<file path="src/rtl/ldmb_pkg.sv">
package ldmb_pkg;
  // Lifecycle of one tracking slot.
  typedef enum logic [1:0] {
    SLOT_IDLE  = 2'd0,  // free
    SLOT_WAIT  = 2'd1,  // waiting, will write back
    SLOT_MUTED = 2'd2   // waiting, superseded by a younger miss to its register
  } slot_state_e;
endpackage

</file>
<file path="src/rtl/ldmb_pick.sv">
module ldmb_pick #(
  parameter int N = 4
) (
  input  logic [N-1:0] free_vec,
  output logic [N-1:0] grant
);
  // lowest index wins: a running "already granted" chain
  logic [N:0] seen;
  assign seen[0] = 1'b0;
  for (genvar i = 0; i < N; i++) begin : g_chain
    assign grant[i]  = free_vec[i] & ~seen[i];
    assign seen[i+1] = seen[i] | free_vec[i];
  end
endmodule

</file>
<file path="src/rtl/ldmb_slot.sv">
module ldmb_slot
  import ldmb_pkg::*;
#(
  parameter int LINE_W = 26,
  parameter int WSEL_W = 4,
  parameter int RIDX_W = 5,
  parameter int DATA_W = 32,
  parameter int FILL_W = 512
) (
  input  logic              clk,
  input  logic              rst_n,
  input  logic              alloc_en,
  input  logic [LINE_W-1:0] alloc_line,
  input  logic [WSEL_W-1:0] alloc_wsel,
  input  logic [RIDX_W-1:0] alloc_dst,
  input  logic              new_miss,
  input  logic              fill_valid,
  input  logic [LINE_W-1:0] fill_line,
  input  logic [FILL_W-1:0] fill_data,
  input  logic [LINE_W-1:0] probe_line,
  output logic              occupied,
  output logic              live,
  output logic              probe_hit,
  output logic              wb_en,
  output logic [RIDX_W-1:0] dst_o,
  output logic [DATA_W-1:0] wb_word
);
  slot_state_e       state_q, state_d;
  logic [LINE_W-1:0] line_q;
  logic [WSEL_W-1:0] wsel_q;
  logic [RIDX_W-1:0] dst_q;
  logic              fill_hit;

  assign occupied = (state_q != SLOT_IDLE);
  assign live     = (state_q == SLOT_WAIT);
  assign fill_hit = occupied && fill_valid && (fill_line == line_q);

  // next state: alloc only reaches an idle slot, fill retires, a younger
  // miss to the same register silences the write-back
  always_comb begin
    state_d = state_q;
    if (alloc_en) begin
      state_d = SLOT_WAIT;
    end else if (fill_hit) begin
      state_d = SLOT_IDLE;
    end else if (live && new_miss && (alloc_dst == dst_q)) begin
      state_d = SLOT_MUTED;
    end
  end

  always_ff @(posedge clk or negedge rst_n) begin
    if (!rst_n) begin
      state_q <= SLOT_IDLE;
    end else begin
      state_q <= state_d;
    end
  end

  // payload registers, loaded only on allocation
  always_ff @(posedge clk) begin
    if (alloc_en) begin
      line_q <= alloc_line;
      wsel_q <= alloc_wsel;
      dst_q  <= alloc_dst;
    end
  end

  assign probe_hit = occupied && (probe_line == line_q);
  assign wb_en     = fill_hit && live;
  assign dst_o     = dst_q;
  assign wb_word   = fill_data[wsel_q*DATA_W +: DATA_W];
endmodule

</file>
<file path="src/rtl/ldmb_hazard.sv">
module ldmb_hazard #(
  parameter int N      = 4,
  parameter int NREGS  = 32,
  parameter int RIDX_W = 5
) (
  input  logic [N-1:0]        live_vec,
  input  logic [N*RIDX_W-1:0] dst_flat,
  input  logic                new_miss,
  input  logic [RIDX_W-1:0]   miss_dst,
  input  logic                rd_a_valid,
  input  logic [RIDX_W-1:0]   rd_a_idx,
  input  logic                rd_b_valid,
  input  logic [RIDX_W-1:0]   rd_b_idx,
  input  logic                probe_valid,
  input  logic [N-1:0]        probe_hit_vec,
  output logic [NREGS-1:0]    pending,
  output logic                rd_stall,
  output logic                commit_ok
);
  for (genvar r = 0; r < NREGS; r++) begin : g_reg
    logic held;
    always_comb begin
      held = new_miss && (miss_dst == RIDX_W'(r));
      for (int s = 0; s < N; s++) begin
        held = held | (live_vec[s] && (dst_flat[s*RIDX_W +: RIDX_W] == RIDX_W'(r)));
      end
    end
    assign pending[r] = held;
  end

  assign rd_stall  = (rd_a_valid && pending[rd_a_idx]) ||
                     (rd_b_valid && pending[rd_b_idx]);
  assign commit_ok = probe_valid && !(|probe_hit_vec);
endmodule

</file>
<file path="src/rtl/ldmiss_buf.sv">
module ldmiss_buf #(
  parameter int SLOTS      = 4,
  parameter int ADDR_W     = 32,
  parameter int LINE_BYTES = 64,
  parameter int DATA_W     = 32,
  parameter int NREGS      = 32,
  localparam int OFF_W  = $clog2(LINE_BYTES),
  localparam int LINE_W = ADDR_W - OFF_W,
  localparam int FILL_W = LINE_BYTES * 8,
  localparam int WORDS  = FILL_W / DATA_W,
  localparam int WSEL_W = $clog2(WORDS),
  localparam int RIDX_W = $clog2(NREGS)
) (
  input  logic                    clk,
  input  logic                    rst_n,
  input  logic                    ld_miss_valid,
  input  logic [LINE_W-1:0]       ld_miss_line,
  input  logic [WSEL_W-1:0]       ld_miss_word,
  input  logic [RIDX_W-1:0]       ld_miss_dst,
  output logic                    ld_buf_full,
  input  logic                    rd_a_valid,
  input  logic [RIDX_W-1:0]       rd_a_idx,
  input  logic                    rd_b_valid,
  input  logic [RIDX_W-1:0]       rd_b_idx,
  output logic                    rd_stall,
  input  logic                    fill_valid,
  input  logic [LINE_W-1:0]       fill_line,
  input  logic [FILL_W-1:0]       fill_data,
  output logic [SLOTS-1:0]        wb_valid,
  output logic [SLOTS*RIDX_W-1:0] wb_dst,
  output logic [SLOTS*DATA_W-1:0] wb_data,
  input  logic                    st_probe_valid,
  input  logic [LINE_W-1:0]       st_probe_line,
  output logic                    st_commit_ok
);
  logic [SLOTS-1:0]        slot_occ;
  logic [SLOTS-1:0]        slot_live;
  logic [SLOTS-1:0]        slot_probe_hit;
  logic [SLOTS-1:0]        slot_grant;
  logic [SLOTS-1:0]        slot_alloc;
  logic [SLOTS*RIDX_W-1:0] slot_dst;
  logic [NREGS-1:0]        reg_pending;
  logic                    miss_accept;

  assign ld_buf_full = &slot_occ;
  assign miss_accept = ld_miss_valid && !ld_buf_full;

  ldmb_pick #(.N(SLOTS)) pick_i (
    .free_vec (~slot_occ),
    .grant    (slot_grant)
  );

  assign slot_alloc = miss_accept ? slot_grant : '0;

  for (genvar i = 0; i < SLOTS; i++) begin : g_slot
    ldmb_slot #(
      .LINE_W (LINE_W),
      .WSEL_W (WSEL_W),
      .RIDX_W (RIDX_W),
      .DATA_W (DATA_W),
      .FILL_W (FILL_W)
    ) slot_i (
      .clk        (clk),
      .rst_n      (rst_n),
      .alloc_en   (slot_alloc[i]),
      .alloc_line (ld_miss_line),
      .alloc_wsel (ld_miss_word),
      .alloc_dst  (ld_miss_dst),
      .new_miss   (miss_accept),
      .fill_valid (fill_valid),
      .fill_line  (fill_line),
      .fill_data  (fill_data),
      .probe_line (st_probe_line),
      .occupied   (slot_occ[i]),
      .live       (slot_live[i]),
      .probe_hit  (slot_probe_hit[i]),
      .wb_en      (wb_valid[i]),
      .dst_o      (slot_dst[i*RIDX_W +: RIDX_W]),
      .wb_word    (wb_data[i*DATA_W +: DATA_W])
    );
  end

  assign wb_dst = slot_dst;

  ldmb_hazard #(
    .N      (SLOTS),
    .NREGS  (NREGS),
    .RIDX_W (RIDX_W)
  ) hazard_i (
    .live_vec      (slot_live),
    .dst_flat      (slot_dst),
    .new_miss      (miss_accept),
    .miss_dst      (ld_miss_dst),
    .rd_a_valid    (rd_a_valid),
    .rd_a_idx      (rd_a_idx),
    .rd_b_valid    (rd_b_valid),
    .rd_b_idx      (rd_b_idx),
    .probe_valid   (st_probe_valid),
    .probe_hit_vec (slot_probe_hit),
    .pending       (reg_pending),
    .rd_stall      (rd_stall),
    .commit_ok     (st_commit_ok)
  );
endmodule

</file>
<file path="config.mk">
export PLATFORM = sky130hd
export DESIGN_NAME = ldmiss_buf
export DESIGN_NICKNAME = d
export VERILOG_FILES = /design/src/rtl/ldmb_pkg.sv /design/src/rtl/ldmb_pick.sv /design/src/rtl/ldmb_slot.sv /design/src/rtl/ldmb_hazard.sv /design/src/rtl/ldmiss_buf.sv
export SDC_FILE = /design/constraint.sdc
export NUM_CORES = 1
export LEC_CHECK = 0
export ABC_CLOCK_PERIOD_IN_PS = 6300
export BUFFER_PORTS_ARGS = -buffer_cell sky130_fd_sc_hd__buf_2
export CAP_MARGIN = 40
export CORE_AREA = 2 2 297 299
export CTS_CLUSTER_SIZE = 12
export DETAILED_ROUTE_END_ITERATION = 8
export DIE_AREA = 0 0 299 301
export GPL_ROUTABILITY_DRIVEN = 0
export PLACE_DENSITY = 0.61
export SLEW_MARGIN = 20
export SYNTH_ARGS = -nofsm -noshare
export SYNTH_HDL_FRONTEND = slang
export SYNTH_SLANG_ARGS = --single-unit
</file>
<file path="constraint.sdc">
create_clock -name clk -period 6.3 [get_ports clk]
set_input_delay 0.63 -clock clk [delete_from_list [all_inputs] [get_ports clk]]
set_output_delay 0.63 -clock clk [all_outputs]
set_load 0.01 [all_outputs]
</file>
==> reports/qor.txt <==
Die width = 299 um
Seq/Total Area, Yosys = 17.8%
Switching power total = 1840 uW
IO buf count = 770
Avg Vias per Cell = 6.53
Slew Viols, Final = 0
Syn avg cell area = 14.6 um^2
Post-layout util = 35.4%
Simple-gate portion of the synthesized area = 8.26%
Layout cells sized above 1 = 64.8%
Vias in the first global route = 22700
Gate power share = 52.0%
Clock Path Buffers = 2
Overall global routing resource usage = 27.0%
Register area = 0.00440 mm^2
Max Fclk = 243 MHz
Final Critical Period = 4120 ps
Adder-Cell Fraction of Synth Area = 0%
CTS Buf Count = 17
P_int = 2850 uW
Synth area leaders = mux4_2 59%, edfxtp_1 17%, xnor2_1 4.3%, xor2_1 3.8%, clkbuf_1 1.7%
Largest area contributor in the netlist = mux4_2
Worst Reg-to-Reg Cells = 6
Seq cells post-synth = 148
Crit share post-route = 65.4%
R2R setup slack = 3920 ps
Post-synth ARST share = 5.41%
Sw frac = 39.3%
Peak VDD IR = 0.188 mV
Mean routed wirelength per cell = 35.3 um
Netlist Area Pre-Place = 0.0248 mm^2
CTS root buffer = clkbuf_16
Synth unique cells = 71
Power Dens Cells = 153 mW/mm^2
Slew Limit Headroom = 21.6%
Share of the synthesized area in the top cell type = 58.5%
Number of max-cap violations = 0
Syn nets = 2306
Final TNS setup = 0 ps
Synth cell count leaders = 643 x mux4_2, 140 x edfxtp_1, 122 x xnor2_1
Most used DFF post-synth = edfxtp_1
Global-route wire length before repair = 174 mm
Grt total ovfl = 0
Setup crit start kind = flip-flop
Cells after synthesis = 1690
XOR/XNOR Fraction of Synth Area = 8.07%
Clk_lat worst skew = 430 ps
Min-Delay Path Class = primary input to async pin
Postcts setup bufs = 0
Area fraction in compound gates after synthesis = 3.65%
DRT Pass-1 Iters = 7
Part of the power in the clock network = 21.3%
Setup-failing EPs final = 0
Area grow syn2layout = 23.7%
Total number of vias = 23300
Mux cell area share after synthesis = 58.7%
Worst slack, placed = 2600 ps
# rows = 108
Worst Max-Slew Pin Slew = 1180 ps
Die height = 301 um
Count leader, synth = mux4_2
I/O pins = 771
Initial antenna violation count = 98
Yosys Warn Count = 0
Largest net degree at the start of global routing = 104
DIE AREA = 0.0900 mm^2
Initial core utilization = 28.6%
WP data arrival = 3490 ps
Cts repair resizes = 0
Run status = finished clean
WL final = 126 mm
Lkg Pwr = 0.0107 uW
Sequential power share = 26.7%
Clk pin slew, worst setup/hold paths = 60 ps
Final clock skew = 11.1 ps
Crit path max fanout = 10
Area of the multi-input gates = 0.0195 mm^2
CTS Hold Bufs = 0
Number of flops mapped to enable cells by yosys = 140
Req. time, crit path = 5670 ps
Worst reg2reg path endpoint = g_slot[2].slot_i.state_q[1]$_DFFE_PN0P_
WHS = 71.9 ps
H-tree Lvls = 4
CTS tree = yes
RSZ-0062 raised after global routing = no
Worst setup margin = 2180 ps
Routed Antenna Nets = 0
CTS sink cnt = 148
Final net count = 2947
DRC viols = 0
Largest family of logic cells by synthesized area = multiplexers
Worst r2r src = g_slot[2].slot_i.line_q[23]$_DFFE_PP_
Core Area = 0.0865 mm^2
Crit. End Element = primary output
Placed wire-length estimate = 100 mm
Fillcell total = 8441
Initial drt markers = 3322
Fin. Hold Viols = 0
Critical path class = flip-flop to primary output
[kinds of logic (layout without fill, tap and decap cells)]
group                  Yosys count  count (layout)
other                            0              63
AND/OR/NAND/NOR                332             332
flip-flops                     148             148
AO/OA/AOI/OAI                  121             121
buffers and inverters          213             867
multiplexers                   648             648
XOR/XNOR                       228             228
[metal layers]
metal	vias to the layer above	global-route usage (%)	routed length, um	part of all wire, %
met4	52	11.2	6180	4.9
met3	409	13.3	20700	16
met5	-	0.741	339	0.27
met2	2194	40.0	54800	44
met1	11700	33.4	43700	35
li1	8940	-	-	-
[layout make-up]
cell class | count | area share (%)
Inverter | 13 | 0.159
Multi-Input combinational cell | 1329 | 63.7
Sequential cell | 148 | 14.4
Clock inverter | 15 | 0.466
Timing Repair Buffer | 822 | 14.7
Clock buffer | 17 | 1.39
Antenna cell | 63 | 0.515
Tap cell | 1155 | 4.72
[sequential cells by signal (all words and copies together) (netlist names)]
signal and count:
g_slot.slot_i.line_q 104, g_slot.slot_i.dst_o 20, g_slot.slot_i.wsel_q 16, g_slot.slot_i.state_q 8
[stage by stage]
stage / total power [uW] / area (um^2) / std cells
finish: 4690 / 30600 / 3562
global route: 4880 / 30600 / 3532
CTS: 4670 / 30400 / 3495
detailed placement: 3660 / 29800 / 3463
global placement: 3620 / 29600 / 3452
floorplan: 2620 / 24800 / 1690
[worst max-delay path, stage by stage (launching register included)]
cell and delay, ps:
dfrtp_1 530, o22ai_1 190, buf_4 210, o21ai_0 530, nor2_1 80, nor3b_1 390, o22ai_1 150, o21a_1 210
a2111oi_0 430, o311ai_1 170, buf_2 170
[layout by cell type, fill, tap and decap left out, types with 9 or more instances in the layout]
cell type / instances
mux4_2: 643
nand3_1: 22
nand3b_1: 10
a22oi_1: 27
edfxtp_1: 140
nand2_1: 51
and3_1: 11
inv_1: 13
and3b_1: 9
o211ai_1: 15
diode_2: 63
buf_2: 770
nor2b_1: 14
nand4_1: 52
o21ai_0: 11
o22ai_1: 12
xnor2_1: 122
nor2_1: 34
nand2b_1: 9
xor2_1: 106
nor4b_1: 11
clkbuf_16: 17
nor4bb_1: 17
nor4_1: 44
buf_4: 34
[how the worst max path moves through the flow]
stage	from	depth (start not counted)	endpoint	slack, ps
after detailed placement	g_slot[2].slot_i.state_q[0]$_DFFE_PN0P_	9	rd_stall	2600
after floorplan	g_slot[3].slot_i.state_q[1]$_DFFE_PN0P_	2	g_slot[3].slot_i.dst_o[0]$_DFFE_PP_	1520
after global placement	g_slot[1].slot_i.state_q[1]$_DFFE_PN0P_	9	rd_stall	2540
final	g_slot[1].slot_i.state_q[1]$_DFFE_PN0P_	10	rd_stall	2180
after global routing	g_slot[1].slot_i.state_q[1]$_DFFE_PN0P_	10	rd_stall	1980
after CTS	g_slot[2].slot_i.state_q[0]$_DFFE_PN0P_	9	rd_stall	2120
[power groups by stage]
stage	clock (uW)	combinational, uW	sequential, uW
CTS	1010	2400	1250
global placement	0	2350	1270
detailed placement	0	2390	1270
finish	998	2440	1250
global route	1060	2550	1260
floorplan	0	1390	1230
Note: power is estimated with default switching activity, not from simulation.
